--- src/rtl/sleepClkPkg.sv ---
package sleepClkPkg;
  typedef enum logic [2:0] {
    SM_IDLE  = 3'd0,
    SM_NOISE = 3'd1,
    SM_PDOWN = 3'd2,
    SM_PSAVE = 3'd3
  } sleepMode_e;

  // strobes from control to datapath
  typedef struct packed {
    logic latchCfg;
    logic clearCfg;
    logic loadCnt;
    logic runCnt;
    logic sleeping;
    logic starting;
  } ctlStrb_t;

  // status from datapath to control
  typedef struct packed {
    logic wakeHit;
    logic needDelay;
    logic delayDone;
    logic levelOk;
  } dpStat_t;
endpackage

--- src/rtl/slpControl.sv ---
module slpControl
  import sleepClkPkg::*;
(
  input  logic     clk,
  input  logic     rstN,
  input  logic     sleepEn,
  input  logic     sleepStrobe,
  input  logic     resetReq,
  input  dpStat_t  dpStat,
  output ctlStrb_t ctlStrb
);
  typedef enum logic [1:0] {ST_ACTIVE, ST_SLEEP, ST_START} ctlState_e;
  ctlState_e stateQ, stateNext;

  always_comb begin
    stateNext = stateQ;
    ctlStrb = '0;
    ctlStrb.sleeping = (stateQ == ST_SLEEP);
    ctlStrb.starting = (stateQ == ST_START);
    if (resetReq) begin
      stateNext = ST_ACTIVE;
      ctlStrb.clearCfg = 1'b1;
    end else begin
      unique case (stateQ)
        ST_ACTIVE: if (sleepStrobe && sleepEn) begin
          stateNext = ST_SLEEP;
          ctlStrb.latchCfg = 1'b1;
        end
        ST_SLEEP: if (dpStat.wakeHit) begin
          if (dpStat.needDelay) begin
            stateNext = ST_START;
            ctlStrb.loadCnt = 1'b1;
          end else begin
            stateNext = ST_ACTIVE;
          end
        end
        ST_START: begin
          ctlStrb.runCnt = 1'b1;
          if (dpStat.delayDone)
            stateNext = dpStat.levelOk ? ST_ACTIVE : ST_SLEEP;
        end
        default: stateNext = ST_ACTIVE;
      endcase
    end
  end

  always_ff @(posedge clk or negedge rstN) begin
    if (!rstN) stateQ <= ST_ACTIVE;
    else       stateQ <= stateNext;
  end
endmodule

--- src/rtl/slpDatapath.sv ---
module slpDatapath
  import sleepClkPkg::*;
#(
  parameter int SEL_W     = 2,
  parameter int BASE_LOG2 = 2,
  parameter int STEP_LOG2 = 4,
  parameter int EXT_N     = 2
) (
  input  logic             clk,
  input  logic             rstN,
  input  ctlStrb_t         ctlStrb,
  input  logic             slowTick,
  input  logic [2:0]       modeSel,
  input  logic [SEL_W-1:0] startSel,
  input  logic             adcEnable,
  input  logic             asyncTimerSel,
  input  logic             anyIrq,
  input  logic             adcDone,
  input  logic             twiMatch,
  input  logic             spmReady,
  input  logic             timerOvf,
  input  logic             timerCmp,
  input  logic             timerOvfIe,
  input  logic             timerCmpIe,
  input  logic             globalIe,
  input  logic [EXT_N-1:0] extLevel,
  output dpStat_t          dpStat,
  output logic [5:0]       gateVec,
  output logic             adcStart
);
  localparam int CNT_W = BASE_LOG2 + STEP_LOG2 * ((1 << SEL_W) - 1);

  sleepMode_e       modeQ, effMode;
  logic [SEL_W-1:0] selQ;
  logic [CNT_W-1:0] cntQ, limitM1;
  logic [CNT_W:0]   fullCnt;
  logic             edgeWakeQ, adcStartQ;
  logic             timerIrq, levelAny, deepWake, psTimer, deepMode;

  always_comb begin
    if (modeSel[2]) effMode = SM_IDLE;
    else            effMode = sleepMode_e'(modeSel);
  end

  assign timerIrq = globalIe & ((timerOvf & timerOvfIe) | (timerCmp & timerCmpIe));
  assign levelAny = |extLevel;
  assign deepWake = twiMatch | levelAny;
  assign psTimer  = asyncTimerSel & timerIrq;
  assign deepMode = (modeQ == SM_PDOWN) || (modeQ == SM_PSAVE);

  assign fullCnt = (CNT_W + 1)'(1) << (BASE_LOG2 + STEP_LOG2 * int'(selQ));
  assign limitM1 = CNT_W'(fullCnt - 1'b1);

  always_comb begin
    unique case (modeQ)
      SM_IDLE:  dpStat.wakeHit = anyIrq | adcDone | spmReady | timerIrq | deepWake;
      SM_NOISE: dpStat.wakeHit = adcDone | spmReady | timerIrq | deepWake;
      SM_PDOWN: dpStat.wakeHit = deepWake;
      SM_PSAVE: dpStat.wakeHit = deepWake | psTimer;
      default:  dpStat.wakeHit = 1'b1;
    endcase
    dpStat.needDelay = deepMode;
    dpStat.delayDone = ctlStrb.runCnt & slowTick & (cntQ == limitM1);
    dpStat.levelOk   = edgeWakeQ | levelAny;
  end

  // gateVec order: cpu, flash, io, adc, async, osc
  always_comb begin
    if (!ctlStrb.sleeping && !ctlStrb.starting) begin
      gateVec = 6'b111111;
    end else begin
      unique case (modeQ)
        SM_IDLE:  gateVec = 6'b001111;
        SM_NOISE: gateVec = 6'b000111;
        SM_PSAVE: gateVec = {4'b0000, asyncTimerSel, ctlStrb.starting};
        default:  gateVec = {5'b00000, ctlStrb.starting};
      endcase
    end
  end

  always_ff @(posedge clk or negedge rstN) begin
    if (!rstN) begin
      modeQ     <= SM_IDLE;
      selQ      <= '0;
      cntQ      <= '0;
      edgeWakeQ <= 1'b0;
      adcStartQ <= 1'b0;
    end else begin
      adcStartQ <= 1'b0;
      if (ctlStrb.clearCfg) begin
        modeQ     <= SM_IDLE;
        cntQ      <= '0;
        edgeWakeQ <= 1'b0;
      end else if (ctlStrb.latchCfg) begin
        modeQ     <= effMode;
        selQ      <= startSel;
        adcStartQ <= adcEnable & ((effMode == SM_IDLE) || (effMode == SM_NOISE));
      end else if (ctlStrb.loadCnt) begin
        cntQ      <= '0;
        edgeWakeQ <= twiMatch | ((modeQ == SM_PSAVE) & psTimer);
      end else if (ctlStrb.runCnt && slowTick) begin
        cntQ <= cntQ + 1'b1;
      end
    end
  end

  assign adcStart = adcStartQ;
endmodule

--- src/rtl/sleepClkCtrl.sv ---
module sleepClkCtrl
  import sleepClkPkg::*;
#(
  parameter int SEL_W     = 2,
  parameter int BASE_LOG2 = 2,
  parameter int STEP_LOG2 = 4,
  parameter int EXT_N     = 2
) (
  input  logic             clk,
  input  logic             rstN,
  input  logic             slowTick,
  input  logic             sleepEn,
  input  logic             sleepStrobe,
  input  logic [2:0]       modeSel,
  input  logic [SEL_W-1:0] startSel,
  input  logic             adcEnable,
  input  logic             asyncTimerSel,
  input  logic             resetReq,
  input  logic             anyIrq,
  input  logic             adcDone,
  input  logic             twiMatch,
  input  logic             spmReady,
  input  logic             timerOvf,
  input  logic             timerCmp,
  input  logic             timerOvfIe,
  input  logic             timerCmpIe,
  input  logic             globalIe,
  input  logic [EXT_N-1:0] extLevel,
  output logic             cpuClkEn,
  output logic             flashClkEn,
  output logic             ioClkEn,
  output logic             adcClkEn,
  output logic             asyncClkEn,
  output logic             oscEn,
  output logic             adcStart,
  output logic             asleep
);
  ctlStrb_t   ctlStrb;
  dpStat_t    dpStat;
  logic [5:0] gateVec;

  slpControl u_ctl (
    .clk(clk), .rstN(rstN), .sleepEn(sleepEn), .sleepStrobe(sleepStrobe),
    .resetReq(resetReq), .dpStat(dpStat), .ctlStrb(ctlStrb)
  );

  slpDatapath #(.SEL_W(SEL_W), .BASE_LOG2(BASE_LOG2), .STEP_LOG2(STEP_LOG2), .EXT_N(EXT_N)) u_dp (
    .clk(clk), .rstN(rstN), .ctlStrb(ctlStrb), .slowTick(slowTick),
    .modeSel(modeSel), .startSel(startSel), .adcEnable(adcEnable),
    .asyncTimerSel(asyncTimerSel), .anyIrq(anyIrq), .adcDone(adcDone),
    .twiMatch(twiMatch), .spmReady(spmReady), .timerOvf(timerOvf),
    .timerCmp(timerCmp), .timerOvfIe(timerOvfIe), .timerCmpIe(timerCmpIe),
    .globalIe(globalIe), .extLevel(extLevel), .dpStat(dpStat),
    .gateVec(gateVec), .adcStart(adcStart)
  );

  assign {cpuClkEn, flashClkEn, ioClkEn, adcClkEn, asyncClkEn, oscEn} = gateVec;
  assign asleep = ctlStrb.sleeping | ctlStrb.starting;
endmodule

--- config.mk ---
export PLATFORM = sky130hd
export DESIGN_NAME = sleepClkCtrl
export DESIGN_NICKNAME = d
export VERILOG_FILES = /design/src/rtl/sleepClkPkg.sv /design/src/rtl/slpControl.sv /design/src/rtl/slpDatapath.sv /design/src/rtl/sleepClkCtrl.sv
export SDC_FILE = /design/constraint.sdc
export NUM_CORES = 1
export LEC_CHECK = 0
export BUFFER_PORTS_ARGS = -buffer_cell sky130_fd_sc_hd__buf_4
export CAP_MARGIN = 10
export CORE_AREA = 2 2 59 61
export DETAILED_ROUTE_END_ITERATION = 12
export DIE_AREA = 0 0 61 63
export PLACE_DENSITY = 0.65
export SKIP_LAST_GASP = 1
export SYNTH_ARGS = -nofsm -noshare
export SYNTH_HDL_FRONTEND = slang
export SYNTH_HIERARCHICAL = 1
export SYNTH_SLANG_ARGS = --single-unit
--- constraint.sdc ---
create_clock -name clk -period 2.7 [get_ports clk]
set_input_delay 0.405 -clock clk [delete_from_list [all_inputs] [get_ports clk]]
set_output_delay 0.405 -clock clk [all_outputs]
set_load 0.05 [all_outputs]
==> results by group <==
Run status
  – Run status: finished, final reports clean

Floorplan
  – DIE WIDTH: 61 um
  – FP Rows: 21
  – Die Y-Extent: 63 um
  – Die area: 3843 um^2
  – Core ar.: 3232 um^2
  – I/O pin cnt: 32
  – Initial Utilization: 0.4355

Timing
  – Slew Limit Headroom: 0.7556
  – Setup tns final: 0 ns
  – Slew Viols, Final: 0
  – Final Worst Setup Slack: 0.3925 ns
  – Post-layout min period: 2.307 ns
  – Final Hold Vio Count: 0
  – RSZ-0062 raised after global routing: no
  – # setup viols final: 0
  – Worst slew pin tran: 0.3632 ns
  – FMAX: 0.4334 GHz
  – Worst Skew: 0.01102 ns
  – Crit share post-route: 0.8546

Synth
  – Cell Area, Synth: 1408 um^2
  – Post-synth EDFFs: 0
  – Yosys warns: 6
  – Synth unique cells: 43
  – Syn Area/Cell: 8.636 um^2
  – Flops & latches, synth: 22
  – FFs w/ async S/R, synth: 1.000
  – Register area share after synthesis: 0.3911
  – Most used DFF post-synth: dfrtp_1
  – Post-synth net total: 189
  – Mapped Cells: 163

Clock network
  – CTS tree: built
  – CTS clk-pin slew, worst paths: 0.14 ns
  – Worst-Skew Late Latency: 0.33 ns
  – Num CTS Buffers: 3
  – Sink Count: 22
  – H-Tree Depth: 1
  – CTS root buf: clkbuf_4
  – Clock Tree Buf Depth: 2

Power and ir drop
  – Total power: 0.0007270 W
  – VDD IR max: 246.4 uV
  – Leak: 0.7326 nW
  – Cell area power density: 419.2 nW/um^2

Place
  – IO Port Bufs: 31
  – Dpl ws: 0.3342 ns
  – GPL Wtd Cong: 0.7290
  – Final HPWL DP: 2525 um

Finish
  – Antenna diodes: 0
  – Share of layout cells above drive strength 1: 0.2216
  – Reg area: 550.5 um^2
  – Area growth, synth to finish: 23.20%
  – Multi-input logic area: 789.5 um^2
  – # nets final: 221
  – Fill count: 318

Worst setup path
  – Startpoint types: flop
  – RR Startpoint: u_dp/modeQ[0]$_DFFE_PN0P_
  – R2r endpoint: u_dp/cntQ[13]$_DFFE_PN0P_
  – Critical path endpoint: u_dp/cntQ[13]$_DFFE_PN0P_
  – CP endpoint kind: flop
  – Worst Path Max Fanout: 8
  – Worst Path Arrival: 2.57 ns
  – CP Launch Point: u_dp/modeQ[0]$_DFFE_PN0P_
  – Worst Setup Path Type: flop to flop
  – Reg2Reg Depth: 10
  – R2r setup slk: 0.39 ns
  – CP required: 2.97 ns

Route
  – Via density: 5.433
  – DRT antenna net count: 0
  – DRC: 0
  – Drt initial violations: 94
  – Wire length per cell: 14.10 um
  – DR vias: 1304
  – Final WL: 3383 um
  – Drt first pass iters: 4

Global routing
  – GRT Total Usage: 0.1979
  – Number of global-route vias before repair: 1306
  – Global-route wire length before repair: 5865 um
  – Antenna violations before repair: 0
  – Overflow after GRT: 0
  – Pin count of the biggest net entering global routing: 23

Job
  – Max_cap viols: 0

Worst hold path
  – HP Class: primary input to flop
[cell families after synthesis]
| group | Yosys count | share of synthesized area |
|---|---|---|
| AOI/OAI and AO/OA | 37 | 0.1636 |
| xor gates and xnor gates | 5 | 0.03111 |
| adders and majority gates | 2 | 0.01777 |
| buffers and inverters | 12 | 0.04800 |
| DFF | 22 | 0.3911 |
| muxes | 1 | 0.007111 |
| and+or+nand+nor | 84 | 0.3413 |
[registers in the layout (all words and copies together) (netlist names)]
signal	flops
u_dp/cntQ	14
u_dp/modeQ	2
u_dp/edgeWakeQ	1
u_ctl/stateQ	2
u_dp/adcStart	1
u_dp/selQ	2
[Yosys cell counts, drive strengths merged, types with 4 or more instances]
| master | instances | share of area |
|---|---|---|
| dfrtp | 22 | 0.39 |
| a21oi | 16 | 0.057 |
| nand2 | 16 | 0.043 |
| nor2 | 12 | 0.032 |
| nand3 | 8 | 0.028 |
| buf | 7 | 0.035 |
| or3 | 7 | 0.031 |
| nand2b | 5 | 0.022 |
| nor3 | 5 | 0.018 |
| o21ai | 5 | 0.018 |
| or4 | 5 | 0.027 |
| xnor2 | 5 | 0.031 |
| nor2b | 4 | 0.018 |
| o31ai | 4 | 0.021 |
[worst max-delay path: stages (launching register included)]
cell      delay [ns]
dfrtp_1         0.43
nand2_1         0.09
nand2_1         0.07
nand3_1         0.07
o211ai_1        0.12
nand4b_1        0.16
nor2_1          0.18
a211oi_2        0.06
or3_1           0.46
or4_1           0.45
a21oi_1         0.17
[layer usage]
layer	global-route usage	share of wire	vias to the layer above	wire (um)
li1	-	-	658	-
met3	0.01863	0.035	4	117
met4	0.04891	0.011	0	36
met5	0	0	-	0
met1	0.2533	0.44	618	1474
met2	0.3481	0.52	24	1754
[placed cells by master (no fill, tap or decap), drive strengths merged, types with 7 or more instances in the layout]
master	count
or3	7
nor2	12
nand2	16
buf	35
a21oi	16
dfrtp	22
nand3	8
[worst min-delay path by stage]
stage	from	slack, ns	cells past startpoint	to
2_1_floorplan	rstN	0.11	0	u_ctl/stateQ[0]$_DFFE_PN0P_
6_report	modeSel[1]	0.24	2	u_dp/adcStart$_DFF_PN0_
3_3_place_gp	rstN	0.31	1	u_dp/cntQ[10]$_DFFE_PN0P_
3_5_place_dp	rstN	0.32	1	u_dp/cntQ[10]$_DFFE_PN0P_
5_1_grt	modeSel[1]	0.24	2	u_dp/adcStart$_DFF_PN0_
4_1_cts	modeSel[1]	0.24	2	u_dp/adcStart$_DFF_PN0_
[timing repair]
| item | CTS | global route |
|---|---|---|
| hold buffers | 1 | 0 |
| buffers inserted | 0 | 0 |
| resized for setup | 0 | 0 |
| endpoints found under the hold margin | 22 | 0 |
[through the flow]
step	cell area [um^2]	hold WS (ns)	cells	util
3_5_place_dp	1672	0.3177	235	0.5172
6_report	1734	0.2423	240	0.5366
5_1_grt	1734	0.2367	240	0.5366
3_3_place_gp	1672	0.3133	235	0.5172
2_1_floorplan	1408	0.1094	163	-
4_1_cts	1734	0.2374	240	0.5366
[power by group]
part	internal (W)	total, W	switching, W
combinational	0.0000570	0.000114	0.0000571
sequential	0.000337	0.000348	0.0000106
clock	0.000150	0.000265	0.000115
total	0.000544	0.000727	0.000183
[layout make-up]
class / instances / area share
Clock buffer: 3 / 0.01299
Sequential cell: 22 / 0.3175
Multi-Input combinational cell: 129 / 0.4553
Inverter: 3 / 0.006494
Tap cell: 46 / 0.03319
Timing Repair Buffer: 36 / 0.1573
Clock inverter: 1 / 0.01732
Note: power is estimated with default switching activity, not from simulation.
